--- config.mk ---
export PLATFORM = sky130hd
export DESIGN_NAME = intagg_top
export DESIGN_NICKNAME = d
export VERILOG_FILES = /design/src/rtl/intagg_pkg.sv /design/src/rtl/intagg_regdec.sv /design/src/rtl/intagg_status.sv /design/src/rtl/intagg_mask.sv /design/src/rtl/intagg_irq_fsm.sv /design/src/rtl/intagg_top.sv
export SDC_FILE = /design/constraint.sdc
export NUM_CORES = 1
export LEC_CHECK = 0
export ABC_AREA = 1
export BUFFER_PORTS_ARGS = -buffer_cell sky130_fd_sc_hd__buf_4
export CORE_MARGIN = 10
export CORE_UTILIZATION = 45
export CTS_CLUSTER_DIAMETER = 60
export CTS_CLUSTER_SIZE = 40
export DETAILED_ROUTE_END_ITERATION = 10
export HOLD_SLACK_MARGIN = 0.08
export PLACE_DENSITY = 0.73
export SLEW_MARGIN = 25
export SYNTH_ARGS = -nofsm -noshare
export SYNTH_HDL_FRONTEND = slang
export SYNTH_HIERARCHICAL = 1
export SYNTH_SLANG_ARGS = --single-unit
--- constraint.sdc ---
create_clock -name clk -period 1.55 [get_ports clk]
set_input_delay 0.2325 -clock clk [delete_from_list [all_inputs] [get_ports clk]]
set_output_delay 0.2325 -clock clk [all_outputs]
set_load 0.02 [all_outputs]
--- src/rtl/intagg_pkg.sv ---
package intagg_pkg;

    localparam int unsigned DATA_W = 32;

    // status bits that have a cause behind them
    localparam logic [DATA_W-1:0] EVT_IMPL  = 32'h4000_007F;
    localparam int unsigned       GATE_BIT  = 31;
    localparam logic [DATA_W-1:0] MASK_IMPL = EVT_IMPL | (32'h1 << GATE_BIT);

    typedef enum logic {
        IRQ_QUIET  = 1'b0,
        IRQ_RAISED = 1'b1
    } irq_state_e;

endpackage

--- src/rtl/intagg_regdec.sv ---
module intagg_regdec #(
    parameter int unsigned ADDR_W     = 8,
    parameter int unsigned OFS_STATUS = 0,
    parameter int unsigned OFS_EN_SET = 4,
    parameter int unsigned OFS_EN_CLR = 8
) (
    input  logic [ADDR_W-1:0] addr_i,
    output logic              hit_status_o,
    output logic              hit_set_o,
    output logic              hit_clr_o
);
    localparam logic [ADDR_W-1:0] A_STATUS = ADDR_W'(OFS_STATUS);
    localparam logic [ADDR_W-1:0] A_SET    = ADDR_W'(OFS_EN_SET);
    localparam logic [ADDR_W-1:0] A_CLR    = ADDR_W'(OFS_EN_CLR);

    logic aligned;

    always_comb begin
        aligned      = (addr_i[1:0] == 2'b00);
        hit_status_o = aligned && (addr_i == A_STATUS);
        hit_set_o    = aligned && (addr_i == A_SET);
        hit_clr_o    = aligned && (addr_i == A_CLR);
    end
endmodule

--- src/rtl/intagg_status.sv ---
module intagg_status
    import intagg_pkg::*;
(
    input  logic              clk,
    input  logic              rst_n,
    input  logic [DATA_W-1:0] evt_i,
    input  logic              ack_we_i,
    input  logic [DATA_W-1:0] ack_data_i,
    output logic [DATA_W-1:0] status_o
);
    logic [DATA_W-1:0] status_q;
    logic [DATA_W-1:0] clr_bits;
    logic [DATA_W-1:0] new_bits;

    always_comb begin
        clr_bits = ack_we_i ? ack_data_i : '0;
        new_bits = evt_i & EVT_IMPL;
    end

    always_ff @(posedge clk) begin
        if (!rst_n) status_q <= '0;
        else        status_q <= (status_q & ~clr_bits) | new_bits;
    end

    assign status_o = status_q;

    // an event pulse wins over a same-cycle acknowledge
    a_r4_event_wins: assert property (@(posedge clk) disable iff (!rst_n)
        (|(evt_i & EVT_IMPL)) |=> ((status_q & $past(evt_i & EVT_IMPL)) == $past(evt_i & EVT_IMPL)));

    // acknowledged bits without a new event are gone next cycle
    a_r3_ack_clears: assert property (@(posedge clk) disable iff (!rst_n)
        ack_we_i |=> ((status_q & $past(ack_data_i & ~evt_i)) == '0));
endmodule

--- src/rtl/intagg_mask.sv ---
module intagg_mask
    import intagg_pkg::*;
(
    input  logic              clk,
    input  logic              rst_n,
    input  logic              set_we_i,
    input  logic              clr_we_i,
    input  logic [DATA_W-1:0] wdata_i,
    output logic [DATA_W-1:0] mask_o
);
    logic [DATA_W-1:0] mask_q;
    logic [DATA_W-1:0] mask_d;

    always_comb begin
        mask_d = mask_q;
        if (set_we_i) mask_d = mask_d | (wdata_i & MASK_IMPL);
        if (clr_we_i) mask_d = mask_d & ~wdata_i;
    end

    always_ff @(posedge clk) begin
        if (!rst_n) mask_q <= (DATA_W'(1) << GATE_BIT);
        else        mask_q <= mask_d;
    end

    assign mask_o = mask_q;

    // set-port write turns the stored bits on
    a_r5_set_port: assert property (@(posedge clk) disable iff (!rst_n)
        set_we_i |=> ((mask_q & $past(wdata_i & MASK_IMPL)) == $past(wdata_i & MASK_IMPL)));

    // clear-port write turns the written bits off
    a_r6_clr_port: assert property (@(posedge clk) disable iff (!rst_n)
        clr_we_i |=> ((mask_q & $past(wdata_i)) == '0));
endmodule

--- src/rtl/intagg_irq_fsm.sv ---
module intagg_irq_fsm
    import intagg_pkg::*;
(
    input  logic clk,
    input  logic rst_n,
    input  logic want_i,
    output logic irq_o
);
    irq_state_e state_q;
    irq_state_e state_d;

    always_ff @(posedge clk) begin
        if (!rst_n) state_q <= IRQ_QUIET;
        else        state_q <= state_d;
    end

    always_comb begin
        state_d = state_q;
        unique case (state_q)
            IRQ_QUIET:  if (want_i)  state_d = IRQ_RAISED;   // raise
            IRQ_RAISED: if (!want_i) state_d = IRQ_QUIET;    // drop
            default:    state_d = IRQ_QUIET;
        endcase
    end

    always_comb begin
        irq_o = (state_q == IRQ_RAISED);
    end

    // line follows the gated condition one cycle later
    a_r8_irq_follows: assert property (@(posedge clk) disable iff (!rst_n)
        want_i |=> irq_o);
    a_r8_irq_drops: assert property (@(posedge clk) disable iff (!rst_n)
        !want_i |=> !irq_o);
endmodule

--- src/rtl/intagg_top.sv ---
module intagg_top
    import intagg_pkg::*;
#(
    parameter int unsigned ADDR_W     = 8,
    parameter int unsigned OFS_STATUS = 0,
    parameter int unsigned OFS_EN_SET = 4,
    parameter int unsigned OFS_EN_CLR = 8
) (
    input  logic              clk,
    input  logic              rst_n,
    input  logic [31:0]       evt_i,
    input  logic [ADDR_W-1:0] bus_addr_i,
    input  logic              bus_we_i,
    input  logic [31:0]       bus_wdata_i,
    output logic [31:0]       bus_rdata_o,
    output logic              irq_o
);
    logic              hit_status;
    logic              hit_set;
    logic              hit_clr;
    logic [DATA_W-1:0] status;
    logic [DATA_W-1:0] mask;
    logic              want;

    intagg_regdec #(
        .ADDR_W    (ADDR_W),
        .OFS_STATUS(OFS_STATUS),
        .OFS_EN_SET(OFS_EN_SET),
        .OFS_EN_CLR(OFS_EN_CLR)
    ) u_dec (
        .addr_i      (bus_addr_i),
        .hit_status_o(hit_status),
        .hit_set_o   (hit_set),
        .hit_clr_o   (hit_clr)
    );

    intagg_status u_status (
        .clk       (clk),
        .rst_n     (rst_n),
        .evt_i     (evt_i),
        .ack_we_i  (bus_we_i && hit_status),
        .ack_data_i(bus_wdata_i),
        .status_o  (status)
    );

    intagg_mask u_mask (
        .clk     (clk),
        .rst_n   (rst_n),
        .set_we_i(bus_we_i && hit_set),
        .clr_we_i(bus_we_i && hit_clr),
        .wdata_i (bus_wdata_i),
        .mask_o  (mask)
    );

    always_comb begin
        want = mask[GATE_BIT] && (|(status & mask));
    end

    intagg_irq_fsm u_fsm (
        .clk   (clk),
        .rst_n (rst_n),
        .want_i(want),
        .irq_o (irq_o)
    );

    always_comb begin
        bus_rdata_o = '0;
        if (hit_status)           bus_rdata_o = status;
        else if (hit_set || hit_clr) bus_rdata_o = mask;
    end

    // misaligned addresses read as zero
    a_r9_misaligned_zero: assert property (@(posedge clk) disable iff (!rst_n)
        (bus_addr_i[1:0] != 2'b00) |-> (bus_rdata_o == '0));

    // status never holds a bit without a cause behind it
    a_r2_no_phantom: assert property (@(posedge clk) disable iff (!rst_n)
        ((status & ~EVT_IMPL) == '0));
endmodule

* Yosys cells after proc, flatten, opt, wreduce, memory -nomap -nowiden
Cells that the tools add are included.
** Word-level totals
- Register bits after elaboration :: 65
- Input port bits :: 75
- Output and inout bits :: 33
- Logic and storage cells :: 29
** Cells by class
- Eq/ne operators :: 2
- Muxes and demuxes :: 6
- Bitwise logic cells :: 7
- Reductions and logical operators :: 11
** Operators by type and width (number)
- $mux 32 :: 5
- $and 32x32->32 :: 3
- $not 32->32 :: 2
- $or 32x31->32 :: 1
- $or 32x32->32 :: 1
- $reduce_or 32->1 :: 1
- $eq 8x3->1 const B :: 1
- $eq 8x4->1 const B :: 1
- $logic_not 8->1 :: 1
- $logic_and 1x1->1 :: 7
- $logic_not 2->1 :: 1
- $logic_or 1x1->1 :: 1
- $mux 1 :: 1

* Logic depth before layout (Yosys ltp)
- Depth in word-level cells :: 7
- Gate-level depth with buffers :: 11

* Cells and area by module
Netlist, hierarchy kept.
** By module, submodules not included
- intagg_mask :: times used 1, cells an instance 123, area each 1134.8 µm², sequential area each 640.6 µm²
- intagg_status :: times used 1, cells an instance 119, area each 1053.5 µm², sequential area each 640.6 µm²
- intagg_top :: times used 1, cells an instance 179, area each 807.0 µm², sequential area each 0.0 µm²
- intagg_regdec :: times used 1, cells an instance 15, area each 58.8 µm², sequential area each 0.0 µm²
- intagg_irq_fsm :: times used 1, cells an instance 3, area each 27.5 µm², sequential area each 20.0 µm²

* Worst setup path before layout
No wires, ideal clock.
- Path kind :: input -> register
- Start :: input port bus_addr_i[7]
- End :: register u_status.status_q[1] (netlist: u_status/status_o[1])
- Data arrival time :: 1239 ps
- Path slack :: 188 ps
- Stages :: 11
- Cells stage by stage :: nor2_1 nand2_1 nor2_1 buf_4 buf_2 nand2_1 inv_1 buf_6 nand2_1 nand2_1 a21oi_1
** Between the ends
- Word-level cells in the longest chain between the ends :: 7
** RTL lines
- start: declaration :: RTL line intagg_top.sv:12 : input logic [ADDR_W-1:0] bus_addr_i,
- $logic_not 8->1 :: RTL line intagg_regdec.sv:20 : hit_status_o = aligned && (addr_i == A_STATUS);
- $logic_and 1x1->1 :: RTL line intagg_regdec.sv:20
- named net hit_status :: RTL line intagg_top.sv:18 : logic hit_status;
- $logic_and 1x1->1 :: RTL line intagg_top.sv:41 : .ack_we_i (bus_we_i && hit_status),
- $mux 32 :: RTL line intagg_status.sv:16 : clr_bits = ack_we_i ? ack_data_i : '0;
- $not 32->32 :: RTL line intagg_status.sv:22 : else status_q <= (status_q & ~clr_bits) | new_bits;
- $and 32x32->32 :: RTL line intagg_status.sv:22
- $or 32x31->32 :: RTL line intagg_status.sv:22
- end signal: assignment :: RTL line intagg_status.sv:22
- end: declaration :: RTL line intagg_status.sv:11 : logic [DATA_W-1:0] status_q;
The timed path passes the listed nets, and every way through them passes these cells.
A chain may end at the register's enable or synchronous reset.

* Worst setup path after layout
- Start :: input port bus_addr_i[2]
- End :: output port bus_rdata_o[11]
** Between the ends
- Word-level cells in the longest chain between the ends :: 5
** RTL lines
- $eq 8x4->1 :: RTL line intagg_regdec.sv:22 : hit_clr_o = aligned && (addr_i == A_CLR);
- $logic_and 1x1->1 :: RTL line intagg_regdec.sv:22
- named net hit_clr :: RTL line intagg_top.sv:20 : logic hit_clr;
- $logic_or 1x1->1 :: RTL line intagg_top.sv:69 : else if (hit_set || hit_clr) bus_rdata_o = mask;
- $mux 32 :: RTL line intagg_top.sv:69
- $mux 32 :: RTL line intagg_top.sv:68 : if (hit_status) bus_rdata_o = status;
- end: declaration :: RTL line intagg_top.sv:15 : output logic [31:0] bus_rdata_o,
The timed path passes the listed nets, and every way through them passes these cells.

==> impl_metrics.json <==
{
  "outcome": "completed",
  "path_cells": "buf_4, nor2_1, nand2_2, nor2_4, or2_4, buf_12, nand3_1, nand2_1, buf_4",
  "wl_per_cell_microns": 13.9,
  "synth_edf_count": 0,
  "wl_met3_microns": 775,
  "clk_latency_ns": 0.33,
  "fin_crit_sh": 0.995,
  "fin_area_sq_um": 4320,
  "async_flop_share": 0,
  "synth_cells": 439,
  "syn_area_sq_um": 3080,
  "ys_seq_area_frac": 0.422,
  "clock_path_buffers": 2,
  "cp-endpoint": "bus_rdata_o[11]",
  "die_w_microns": 103,
  "period_minus_slack_ns": 1.54,
  "synth_top_cell_by_area": "dfxtp_1",
  "numCtsBuffers": 9,
  "critical_path_class": "input pin to output port",
  "grt_antenna_before_repair": 0,
  "grt_pass1_wl_microns": 14200,
  "synth-seq-cells": 65,
  "grtUsageTotal": 0.166,
  "drt_pre_antenna_iters": 4,
  "wirelength_microns": 8700,
  "ant_nets": 0,
  "cp-end-kind": "output port",
  "grt.overflow.total": 0,
  "slew_viol_final": 0,
  "synth_area_per_cell_sq_um": 7.02,
  "synth_top_area_share": 0.422,
  "cts_sinks": 65,
  "place_inst": 593,
  "antenna_cells": 0,
  "coreArea_sq_um": 6720,
  "vias": 3104,
  "dr.first_iter.drc_count": 160,
  "ys_warn_count": 6,
  "grt_setup_unrepaired": "yes",
  "die-area_sq_um": 10600,
  "wl_met1_microns": 3510,
  "skew_ns": 0.00457,
  "power_density_nw_per_um2": 737,
  "crit_required_ns": 1.32,
  "yosysMostFrequentCell": "nand2_1",
  "crit_path_frequent_cell": "buf_4",
  "num_rows": 30,
  "reg2reg_to": "u_fsm/irq_o$_SDFF_PN0_",
  "finalNetCount": 620,
  "ys_top_cells_by_count": "nand2_1, dfxtp_1, a21oi_1",
  "place_congestion": 0.813,
  "ys_top_cells_by_area": "dfxtp_1, nand2_1, a21oi_2",
  "cp_slowest_cell": "or2_4",
  "dpl_cell_area_sq_um": 3780,
  "die_h_microns": 103,
  "r2r_start": "u_status/status_o[3]$_SDFF_PN0_",
  "drc_errors": 0,
  "cts_root_buffer": "clkbuf_8",
  "worst_slew_pin_slew_ns": 0.294,
  "r2r_slack_ns": 0.53,
  "r2r_cells": 8,
  "leakage_nw": 2.04,
  "grt_max_degree": 34,
  "fin_cells": 628,
  "cp-startpoint": "bus_addr_i[2]",
  "timing.max_cap.violations": 0,
  "maxSlewHeadroom": 0.804,
  "arrival_ns": 1.31,
  "viasPerCell": 4.94,
  "synthToLayoutAreaGrowth_pct": 40.2,
  "grt_pass1_vias": 3163,
  "start_kind": "input pin",
  "synthFlopType": "dfxtp_1",
  "syn_nets": 514,
  "cts_tree": "done",
  "clock.fmax_ghz": 0.649,
  "h-tree-depth": 3,
  "hp-class": "input pin to register",
  "clk_pin_slew_worst_paths_ns": 0.06,
  "setup_viol": 0,
  "vdd_drop_max_mv": 0.505,
  "yosys.cell_types.count": 15,
  "port_buffers": 83,
  "worstPathMaxFanout": 14,
  "drive_above_1_share": 0.307,
  "cp_slowest_stage_delay_ns": 0.17,
  "finalHoldViolCount": 0,
  "initial_utilization": 0.459,
  "dr_wl_met2_microns": 4350,
  "place_hpwl_microns": 6030,
  "top_layer": "met4",
  "ios": 108
}
## cells in the final DEF, fill, tap and decap left out
cell / n
nand3_1: 21
a21oi_2: 25
or2_4: 1
dfxtp_1: 65
a21oi_1: 39
clkbuf_8: 11
nor2_1: 21
buf_4: 74
buf_6: 19
nand2_4: 1
nand2_2: 13
buf_12: 5
inv_1: 17
nor2_4: 6
buf_8: 1
nand3_2: 11
nand2_1: 194
inv_2: 1
dlygate4sd3_1: 20
clkbuf_1: 3
## registers in the layout, indices dropped and copies added, names as in the netlist
signal             count
u_mask/mask_o         32
u_status/status_o     32
u_fsm/irq_o            1
## logic make-up (layout without fill, tap and decap cells)
family,Yosys count,count (layout),synth area share
flip-flops,65,65,0.422
AO/OA/AOI/OAI,64,64,0.134
AND/OR/NAND/NOR,268,268,0.357
buffers and inverters,42,151,0.0861
## report_power, final
part / internal [mW] / total, mW / switching, mW / leakage (nW)
Sequential: 1.69 / 1.70 / 0.0110 / 0.526
Combinational: 0.141 / 0.255 / 0.114 / 1.43
Clock: 0.653 / 1.23 / 0.580 / 0.0826
## worst max-delay path, delay by kind of cell
kind / cells / cell delay, ns
buf+inv: 3 / 0.41
simple gates: 6 / 0.66
## area by class of cell
cell class              instances  area, sq um
fillers                       586         2400
multi-input cells             332         1610
flip-flops and latches         65         1300
repair buffers                119         1080
clock buffers                  14          163
well taps                      80          100
inverters                      18         67.6
## worst min-delay path by stage
stage                               start                                to  cells after the start  slack [ns]
after global routing      bus_wdata_i[25]    u_mask/mask_o[25]$_SDFFE_PN0P_                      2        0.09
final                     bus_wdata_i[31]  u_status/status_o[31]$_SDFF_PN0_                      2        0.09
after global placement    bus_wdata_i[23]    u_mask/mask_o[23]$_SDFFE_PN0P_                      2        0.42
after detailed placement  bus_wdata_i[28]    u_mask/mask_o[28]$_SDFFE_PN0P_                      2        0.42
after floorplan           bus_wdata_i[29]  u_status/status_o[29]$_SDFF_PN0_                      1        0.31
after CTS                 bus_wdata_i[31]  u_status/status_o[31]$_SDFF_PN0_                      2        0.08
## metrics by stage
stage	setup TNS [ns]	util	power, mW	hold slack [ns]	setup WS [ns]
6_report	0	0.643	3.18	0.0888	0.00801
5_1_grt	-1.10	0.643	3.30	0.0862	-0.0869
4_1_cts	0	0.623	3.20	0.0802	0.0113
3_5_place_dp	-2.81	0.563	1.93	0.418	-0.131
3_3_place_gp	-1.43	0.563	1.93	0.417	-0.0814
2_1_floorplan	0	-	1.80	0.310	0.188
## per-layer routing
| metal | vias to the layer above | track usage |
|---|---|---|
| met4 | 0 | 0.0695 |
| li1 | 1591 | - |
| met2 | 108 | 0.284 |
| met3 | 6 | 0.0462 |
| met1 | 1399 | 0.191 |
| met5 | - | 0 |
## repair_timing
action / CTS / global route
gates resized for setup: 11 / 37
hold endpoints to repair: 26 / 0
pin swaps: 3 / 2
endpoints found under the setup margin: 32 / 32
setup buffers: 0 / 1
gates cloned: 0 / 0
hold buffers: 20 / 0
Note: power is estimated with default switching activity, not from simulation.
